$ cat src/rtl/dbk_pkg.sv
package dbk_pkg;
  typedef enum logic {
    ACC_LOAD  = 1'b0,
    ACC_STORE = 1'b1
  } acc_kind_e;
endpackage

$ cat src/rtl/dbk_mask_fix.sv
module dbk_mask_fix #(
  parameter int MW = 6
) (
  input  logic [MW-1:0] raw_field,
  output logic [MW-1:0] fixed_field,
  output logic          needed_fix
);
  // bit i survives only if every bit from the top down to i is one
  for (genvar i = 0; i < MW; i++) begin : g_prefix
    assign fixed_field[i] = &raw_field[MW-1:i];
  end
  assign needed_fix = (fixed_field != raw_field);
endmodule

$ cat src/rtl/dbk_arm_regs.sv
module dbk_arm_regs #(
  parameter int AW = 32,
  parameter int CW = 32,
  parameter int MW = 6
) (
  input  logic          clk,
  input  logic          rst_n,
  input  logic          addr_wr_en,
  input  logic [AW-1:0] addr_wr_data,
  input  logic          ctl_wr_en,
  input  logic [CW-1:0] ctl_wr_data,
  output logic [AW-1:0] arm_base,
  output logic [MW-1:0] arm_field,
  output logic          arm_st,
  output logic          arm_ld,
  output logic          cfg_err
);
  localparam int ST_BIT = CW - 1;
  localparam int LD_BIT = CW - 2;

  logic [AW-1:0] addr_q, addr_d;
  logic          st_q, st_d, ld_q, ld_d;
  logic [MW-1:0] field_q, field_d;
  logic [MW-1:0] wr_field_fixed;
  logic          wr_field_bad;
  logic          rearm;
  logic          unused_ctl_bits;

  assign unused_ctl_bits = ^ctl_wr_data[LD_BIT-1:MW];

  dbk_mask_fix #(.MW(MW)) u_fix (
    .raw_field  (ctl_wr_data[MW-1:0]),
    .fixed_field(wr_field_fixed),
    .needed_fix (wr_field_bad)
  );

  always_comb begin
    addr_d  = addr_wr_en ? addr_wr_data : addr_q;
    st_d    = ctl_wr_en ? ctl_wr_data[ST_BIT] : st_q;
    ld_d    = ctl_wr_en ? ctl_wr_data[LD_BIT] : ld_q;
    field_d = ctl_wr_en ? wr_field_fixed : field_q;
    rearm   = (st_d != st_q) || (ld_d != ld_q) || (field_d != field_q) ||
              ((st_d || ld_d) && (addr_d != addr_q));
  end

  always_ff @(posedge clk or negedge rst_n) begin
    if (!rst_n) begin
      addr_q   <= '0;
      st_q     <= 1'b0;
      ld_q     <= 1'b0;
      field_q  <= '0;
      cfg_err  <= 1'b0;
      arm_base <= '0;
      arm_field<= '0;
      arm_st   <= 1'b0;
      arm_ld   <= 1'b0;
    end else begin
      addr_q  <= addr_d;
      st_q    <= st_d;
      ld_q    <= ld_d;
      field_q <= field_d;
      if (ctl_wr_en) cfg_err <= wr_field_bad;
      if (rearm) begin
        arm_base  <= addr_d;
        arm_field <= field_d;
        arm_st    <= st_d;
        arm_ld    <= ld_d;
      end
    end
  end

  logic [MW-1:0] inv_field;
  assign inv_field = ~arm_field;

  always_comb begin
    if (rst_n) begin
      assert_field_contig_R4: assert ((inv_field & (inv_field + 1'b1)) == '0)
        else $error("armed mask field not contiguous");
    end
  end

  assert_arm_follows_ctl_R6: assert property (@(posedge clk) disable iff (!rst_n)
    ctl_wr_en |=> (arm_st == $past(ctl_wr_data[ST_BIT])) &&
                  (arm_ld == $past(ctl_wr_data[LD_BIT])));

  assert_err_sticky_R5: assert property (@(posedge clk) disable iff (!rst_n)
    !ctl_wr_en |=> $stable(cfg_err));

  assert_base_tracks_R7: assert property (@(posedge clk) disable iff (!rst_n)
    (addr_wr_en && !ctl_wr_en && (arm_st || arm_ld)) |=> arm_base == $past(addr_wr_data));
endmodule

$ cat src/rtl/dbk_match.sv
module dbk_match
  import dbk_pkg::*;
#(
  parameter int AW = 32,
  parameter int MW = 6
) (
  input  logic          acc_valid,
  input  logic [AW-1:0] acc_addr,
  input  acc_kind_e     acc_kind,
  input  logic [AW-1:0] arm_base,
  input  logic [MW-1:0] arm_field,
  input  logic          arm_st,
  input  logic          arm_ld,
  output logic          hit
);
  localparam int HW = AW - MW;

  logic [AW-1:0] eff_mask;
  logic          kind_armed;
  logic          in_window;

  assign eff_mask   = {{HW{1'b1}}, arm_field};
  assign kind_armed = (acc_kind == ACC_STORE) ? arm_st : arm_ld;
  assign in_window  = ((acc_addr ^ arm_base) & eff_mask) == '0;
  assign hit        = acc_valid && kind_armed && in_window;

  always_comb begin
    if (hit) begin
      assert_high_bits_match_R3: assert (acc_addr[AW-1:MW] == arm_base[AW-1:MW])
        else $error("hit outside the high address bits");
    end
  end
endmodule

$ cat src/rtl/dbk_channel.sv
module dbk_channel
  import dbk_pkg::*;
#(
  parameter int AW = 32,
  parameter int CW = 32,
  parameter int MW = 6
) (
  input  logic          clk,
  input  logic          rst_n,
  input  logic          addr_wr_en,
  input  logic [AW-1:0] addr_wr_data,
  input  logic          ctl_wr_en,
  input  logic [CW-1:0] ctl_wr_data,
  input  logic          acc_valid,
  input  logic [AW-1:0] acc_addr,
  input  logic          acc_is_store,
  output logic          hit,
  output logic          cfg_err
);
  logic [AW-1:0] arm_base;
  logic [MW-1:0] arm_field;
  logic          arm_st, arm_ld;
  acc_kind_e     acc_kind;

  assign acc_kind = acc_is_store ? ACC_STORE : ACC_LOAD;

  dbk_arm_regs #(.AW(AW), .CW(CW), .MW(MW)) u_regs (
    .clk         (clk),
    .rst_n       (rst_n),
    .addr_wr_en  (addr_wr_en),
    .addr_wr_data(addr_wr_data),
    .ctl_wr_en   (ctl_wr_en),
    .ctl_wr_data (ctl_wr_data),
    .arm_base    (arm_base),
    .arm_field   (arm_field),
    .arm_st      (arm_st),
    .arm_ld      (arm_ld),
    .cfg_err     (cfg_err)
  );

  dbk_match #(.AW(AW), .MW(MW)) u_match (
    .acc_valid(acc_valid),
    .acc_addr (acc_addr),
    .acc_kind (acc_kind),
    .arm_base (arm_base),
    .arm_field(arm_field),
    .arm_st   (arm_st),
    .arm_ld   (arm_ld),
    .hit      (hit)
  );

  assert_disarmed_quiet_R2: assert property (@(posedge clk) disable iff (!rst_n)
    (!arm_st && !arm_ld) |-> !hit);
endmodule

$ cat config.mk
export PLATFORM = sky130hd
export DESIGN_NAME = dbk_channel
export DESIGN_NICKNAME = d
export VERILOG_FILES = /design/src/rtl/dbk_pkg.sv /design/src/rtl/dbk_mask_fix.sv /design/src/rtl/dbk_arm_regs.sv /design/src/rtl/dbk_match.sv /design/src/rtl/dbk_channel.sv
export SDC_FILE = /design/constraint.sdc
export NUM_CORES = 1
export LEC_CHECK = 0
export BUFFER_PORTS_ARGS = -buffer_cell sky130_fd_sc_hd__buf_4
export CAP_MARGIN = 25
export CORE_MARGIN = 3
export CORE_UTILIZATION = 30
export DETAILED_ROUTE_END_ITERATION = 8
export GPL_TIMING_DRIVEN = 0
export SYNTH_ARGS = -nofsm -noshare
export SYNTH_HDL_FRONTEND = slang
export SYNTH_HIERARCHICAL = 1
export SYNTH_SLANG_ARGS = --single-unit
$ cat constraint.sdc
create_clock -name clk -period 6.2 [get_ports clk]
set_clock_uncertainty 0.1 [all_clocks]
set_input_delay 1.24 -clock clk [delete_from_list [all_inputs] [get_ports clk]]
set_output_delay 1.24 -clock clk [all_outputs]
set_load 0.03 [all_outputs]
After elaboration in Yosys (flattened, before gate mapping). Index checks and enable logic that the tools add are counted.

Bitwise gates (word level): 2. Divide/modulo/power cells: 0. $mul: 0. Add/sub/neg operators: 0. Eq/ne operators: 5. $lt $le $gt $ge: 0. Multiplexer cells: 6. Shift-type cells: 0. Reduce and logical (&&, ||, !) cells: 13.

Operator list (number): $and A32 B32 Y32 (1); $logic_not A32 Y1 (1); $mux W32 (1); $ne A32 B32 Y1 (1); $xor A32 B32 Y32 (1); $mux W6 (1); $ne A6 B6 Y1 (1); $reduce_and A6 Y1 (1); $ne A5 B5 Y1 (1); $reduce_and A5 Y1 (1); $logic_or A1 B1 Y1 (4); $mux W1 (4); $reduce_and A4 Y1 (1); $logic_and A1 B1 Y1 (3); $reduce_and A3 Y1 (1); $ne A1 B1 Y1 (2); $reduce_and A2 Y1 (1).

Bits in writable memories: 0. Output and inout port bits: 2. Memories kept: 0. Word-level logic and storage cells: 35. Bits in latches: 0. Bits in read-only memories: 0. Input bits: 102. Bits in registers: 81.

Longest topological paths before layout.
Depth after elaboration: 5. Gate-level depth with buffers: 10.

Cells and area by module. Netlist, hierarchy kept.

Modules (own cells, without submodules): dbk_arm_regs (cells each 244, seq. area each 2026.9 um2, area an instance 3589.7 um2, instances 1); dbk_match (cells each 47, seq. area each 0.0 um2, area an instance 385.4 um2, instances 1); dbk_mask_fix (cells each 14, seq. area each 0.0 um2, area an instance 72.6 um2, instances 1).

Worst setup path before layout. Ideal clock, no wire load.

Kind: input-to-output. Start: input port acc_addr[29]. End: output port hit. Required time: 4.860 ns. Path buffers: 0. Arrival: 2.436 ns. Cell stages on the path: 4. Path slack: 2.424 ns. Cells stage by stage: xor2_1 > nor4_1 > nand4_1 > nor4_2.

Cells in the longest elaborated chain, start to end: 4.

Ends and longest elaborated chain: from (decl) (RTL line dbk_channel.sv:15) `input logic [AW-1:0] acc_addr,`; $xor A32 B32 Y32 (RTL line dbk_match.sv:24) `assign in_window = ((acc_addr ^ arm_base) & eff_mask) == '0;`; $and A32 B32 Y32 (RTL line dbk_match.sv:24); $logic_not A32 Y1 (RTL line dbk_match.sv:24); $logic_and A1 B1 Y1 (RTL line dbk_match.sv:25) `assign hit = acc_valid && kind_armed && in_window;`; to (decl) (RTL line dbk_channel.sv:17) `output logic hit,`.

No other way between the ends.

Final worst setup path.
Start: input port acc_addr[26]. End: output port hit.

Same word-level chain as after synthesis.

==> results summary <==
The number of flops mapped to enable cells by yosys is 0. Yosys instantiated no cell more often than dfrtp_1. STA classifies the critical path endpoint as an output port. The height of the die came out at 122.2 um. The synthesized netlist devotes 3.771% of its cell area to compound gates. The total of hold buffers inserted after clock tree synthesis is 0. The number of nets produced by synthesis came out at 407. Across all register-to-register paths, the minimum setup slack is 3.39 ns.

Static timing analysis puts the maximum clock frequency at 0.2444 GHz. The shortest clock period the worst path allows after layout is 4.092 ns. The total length of routed wires came out at 9526 um. The CTS H-tree depth came out at 3. The post-synthesis cell area came out at 4048 um^2. Summing all multi-input logic gate instances after layout gives 1902 um^2. The slew at the pin with the worst max-slew slack came out at 0.6733 ns. The HPWL after detailed placement is 7261 um.

The register area share after synthesis came out at 50.08%. The dominant combinational cell family by area after synthesis is multiplexers. The count of filler cells inserted in the layout came out at 1,256. The net count reported at finish is 498. For this design the static power due to leakage is 2.335 nW.

The DRC violation total after the first TritonRoute iteration came out at 103. The routed length per placed instance is 16.62 um. Yosys attributes the largest share of cell area to dfrtp_1, mux2_2, xor2_1, mux2_4, xnor2_1. Setup violations remaining at the end of the flow were counted as 0. Counting instances, the worst hold path has a depth of 1. The post-CTS setup buffer count is 0. The simple-gate share of the synthesized area came out at 6.028%. After Yosys synthesis, XOR and XNOR cells account for 14.28% of the synthesized area. The type of the setup path with the least slack is in -> out. For this block, the via count after detailed routing is 2,604. The worst-case IR drop observed on VDD is 115.0 uV. The layout-stage area growth over the synthesis result is 28.28%.

The max-cap check violation count came out at 0. The final number of hold-violating endpoints is 0. The critical register-to-register path startpoint is u_regs/addr_q[29]$_DFF_PN0_. The via count of the first global-routing pass came out at 2,829. Buffers inserted during clock tree synthesis total 9. The total power per unit cell area came out at 280.8 nW/um^2. Clock-pin slew was measured on the worst setup and hold paths at 0.06 ns. The area inside the core boundary is 12,930 um^2. Setup repair after global routing left no endpoint under its margin.

The total die area came out at 14,920 um^2. The clock drives 81 sinks. The flow ran to the end, and the final reports show no timing, DRC or antenna violations. The worst hold path begins at u_regs/arm_field[3]$_DFFE_PN0P_. The final core area utilization came out at 40.17%. The count of final max-slew check failures came out at 0.

The total of cells resized after clock tree synthesis is 0. The mean instance size in the synthesized netlist came out at 13.27 um^2. Of all flip-flops after synthesis, the portion carrying an async set or reset was 100.0%.

Synthesis inferred 81 register bits. The most used flip-flop cell after synthesis is dfrtp_1. The share of synthesized cell area in full adder, half adder and majority cells is 0%. The number of port buffers is 79. The type of element launching the critical path is a primary input. The sequential cells in the finished layout cover a total of 2027 um^2. At the end of routability-driven placement, the weighted congestion stood at 0.8089.

The floorplan row count came out at 41. The worst path arrival time came out at 2.75 ns. The largest net degree at the start of global routing is 82. The initial utilization of the core area, before any placement, comes to 31.31%.

Summed over all instances, the cell type with the most area after synthesis is dfrtp_1. The master cell of the clock root buffer is clkbuf_16. The accumulated negative setup slack came out at 0 ns.

The number of different library cells in the post-synthesis netlist came out at 35. The Yosys warning count came out at 6. After synthesis, the largest area contributor takes up 50.08% of total cell area.

The depth of the worst register-to-register path came out at 8. The global routing usage summed across all routing layers came out at 13.54%. The first global-routing pass estimated 14,950 um of wire. The required time of the critical path came out at 4.86 ns. The cell count after synthesis came out at 305.

The type of the tightest min-delay check is reg -> reg. Of all nets on the critical path, the largest fanout is 1. The fraction of final layout cells with drive strength greater than 1 came out at 44.14%. The remaining routing DRC violations is 0. The multiplexer share of the synthesized area came out at 22.91%.

The I/O pin count came out at 104. The vias per cell came out at 4.545. The CTS tree is built. The number of nets still failing antenna checks after routing is 0. The later pin in the worst-skew pair is clocked with a latency of 0.33 ns. The detailed-router iteration count before antenna repair is 4.

The end of the worst register-to-register path is u_regs/arm_base[26]$_DFFE_PN0P_. The initial antenna violation count is 0. The antenna diode count is 0.

The width of the die is 122.2 um. The maximum count of clock buffers along a single path came out at 2. The relative max-transition margin came out at 55.12%. The commonest cells after synthesis are dfrtp_1, mux2_2, xor2_1. Of the available clock period, the critical path in the final layout requires 66.01%. The remaining global-route overflow is 0. The path with the worst hold slack has its endpoint at u_regs/arm_field[3]$_DFFE_PN0P_.
[registers in the layout (all words and copies together), names as in the netlist]
name and count:
u_regs/arm_st 1, u_regs/arm_base 32, u_regs/field_q 6, u_regs/arm_ld 1, u_regs/addr_q 32, u_regs/arm_field 6
u_regs/cfg_err 1, u_regs/st_q 1, u_regs/ld_q 1
[per-stage QoR]
step | power (W) | setup slack, ns | cells | hold WS, ns | instance area [um^2]
global placement | 0.0009177 | 2.076 | 556 | 0.3886 | 4856
finish | 0.001458 | 2.108 | 573 | 0.4052 | 5192
CTS | 0.001478 | 2.045 | 572 | 0.4074 | 5165
detailed placement | 0.0009251 | 2.044 | 556 | 0.3943 | 4856
floorplan | 0.0008171 | 2.424 | 305 | 0.3797 | 4048
global route | 0.001538 | 2.016 | 573 | 0.4313 | 5192
[power by group]
part | leakage, nW | internal [W] | switching, W | total, W
registers | 0.968 | 0.000595 | 0.0000444 | 0.000639
logic | 1.21 | 0.000159 | 0.000116 | 0.000274
clock network | 0.153 | 0.000345 | 0.000199 | 0.000544
total | 2.34 | 0.00110 | 0.000359 | 0.00146
[area by class of cell]
cell class,instances,share of cell area (%)
Clock inverter,2,0.6747
Tap cell,172,4.145
Timing Repair Buffer,80,11.95
Multi-Input combinational cell,205,36.63
Inverter,9,0.6506
Buffer,10,1.639
Sequential cell,81,39.04
Clock buffer,14,5.277
[critical path, stage by stage]
cell	delay, ns
buf_4	0.11
xor2_1	0.13
nor4_1	0.43
nand4_1	0.28
nor4_2	0.34
buf_4	0.22
[kinds of logic (layout without fill, tap and decap cells)]
kind of cell	Yosys count	after routing
compound gates	21	21
simple gates	42	42
mux	76	76
flops	81	81
buf+inv	19	115
xor+xnor	66	66
[per-layer routing]
| metal | track usage (%) | vias up | part of all wire [%] |
|---|---|---|---|
| met4 | 6.438 | 0 | 2.2 |
| met5 | 0 | - | 0 |
| met3 | 3.064 | 17 | 4.2 |
| met2 | 22.00 | 64 | 49 |
| li1 | - | 1251 | - |
| met1 | 17.09 | 1272 | 45 |
[layout by cell type, fill, tap and decap left out, types with 2 or more instances in the layout]
cell type and n:
nor4_1 10, and3_1 3, mux2i_1 3, clkbuf_8 3, xor2_1 49, buf_12 2
buf_4 81, inv_1 8, nand4_1 7, o21ai_0 5, o2bb2ai_1 2, clkbuf_1 7
a21oi_1 2, nand3_1 2, dfrtp_1 81, nor2_1 4, mux2_4 20, xnor2_1 17
a22oi_1 3, mux2_2 53, o22ai_1 4, clkbuf_16 9, nand2_1 9
[worst max path at each step]
stage	depth (start not counted)	to	slack, ns	start
floorplan	4	hit	2.42	acc_addr[29]
CTS	6	hit	2.04	acc_addr[26]
global placement	6	hit	2.08	acc_addr[26]
detailed placement	6	hit	2.04	acc_addr[26]
finish	6	hit	2.11	acc_addr[26]
global route	6	hit	2.02	acc_addr[27]
Power figures use the tool's default switching activity.
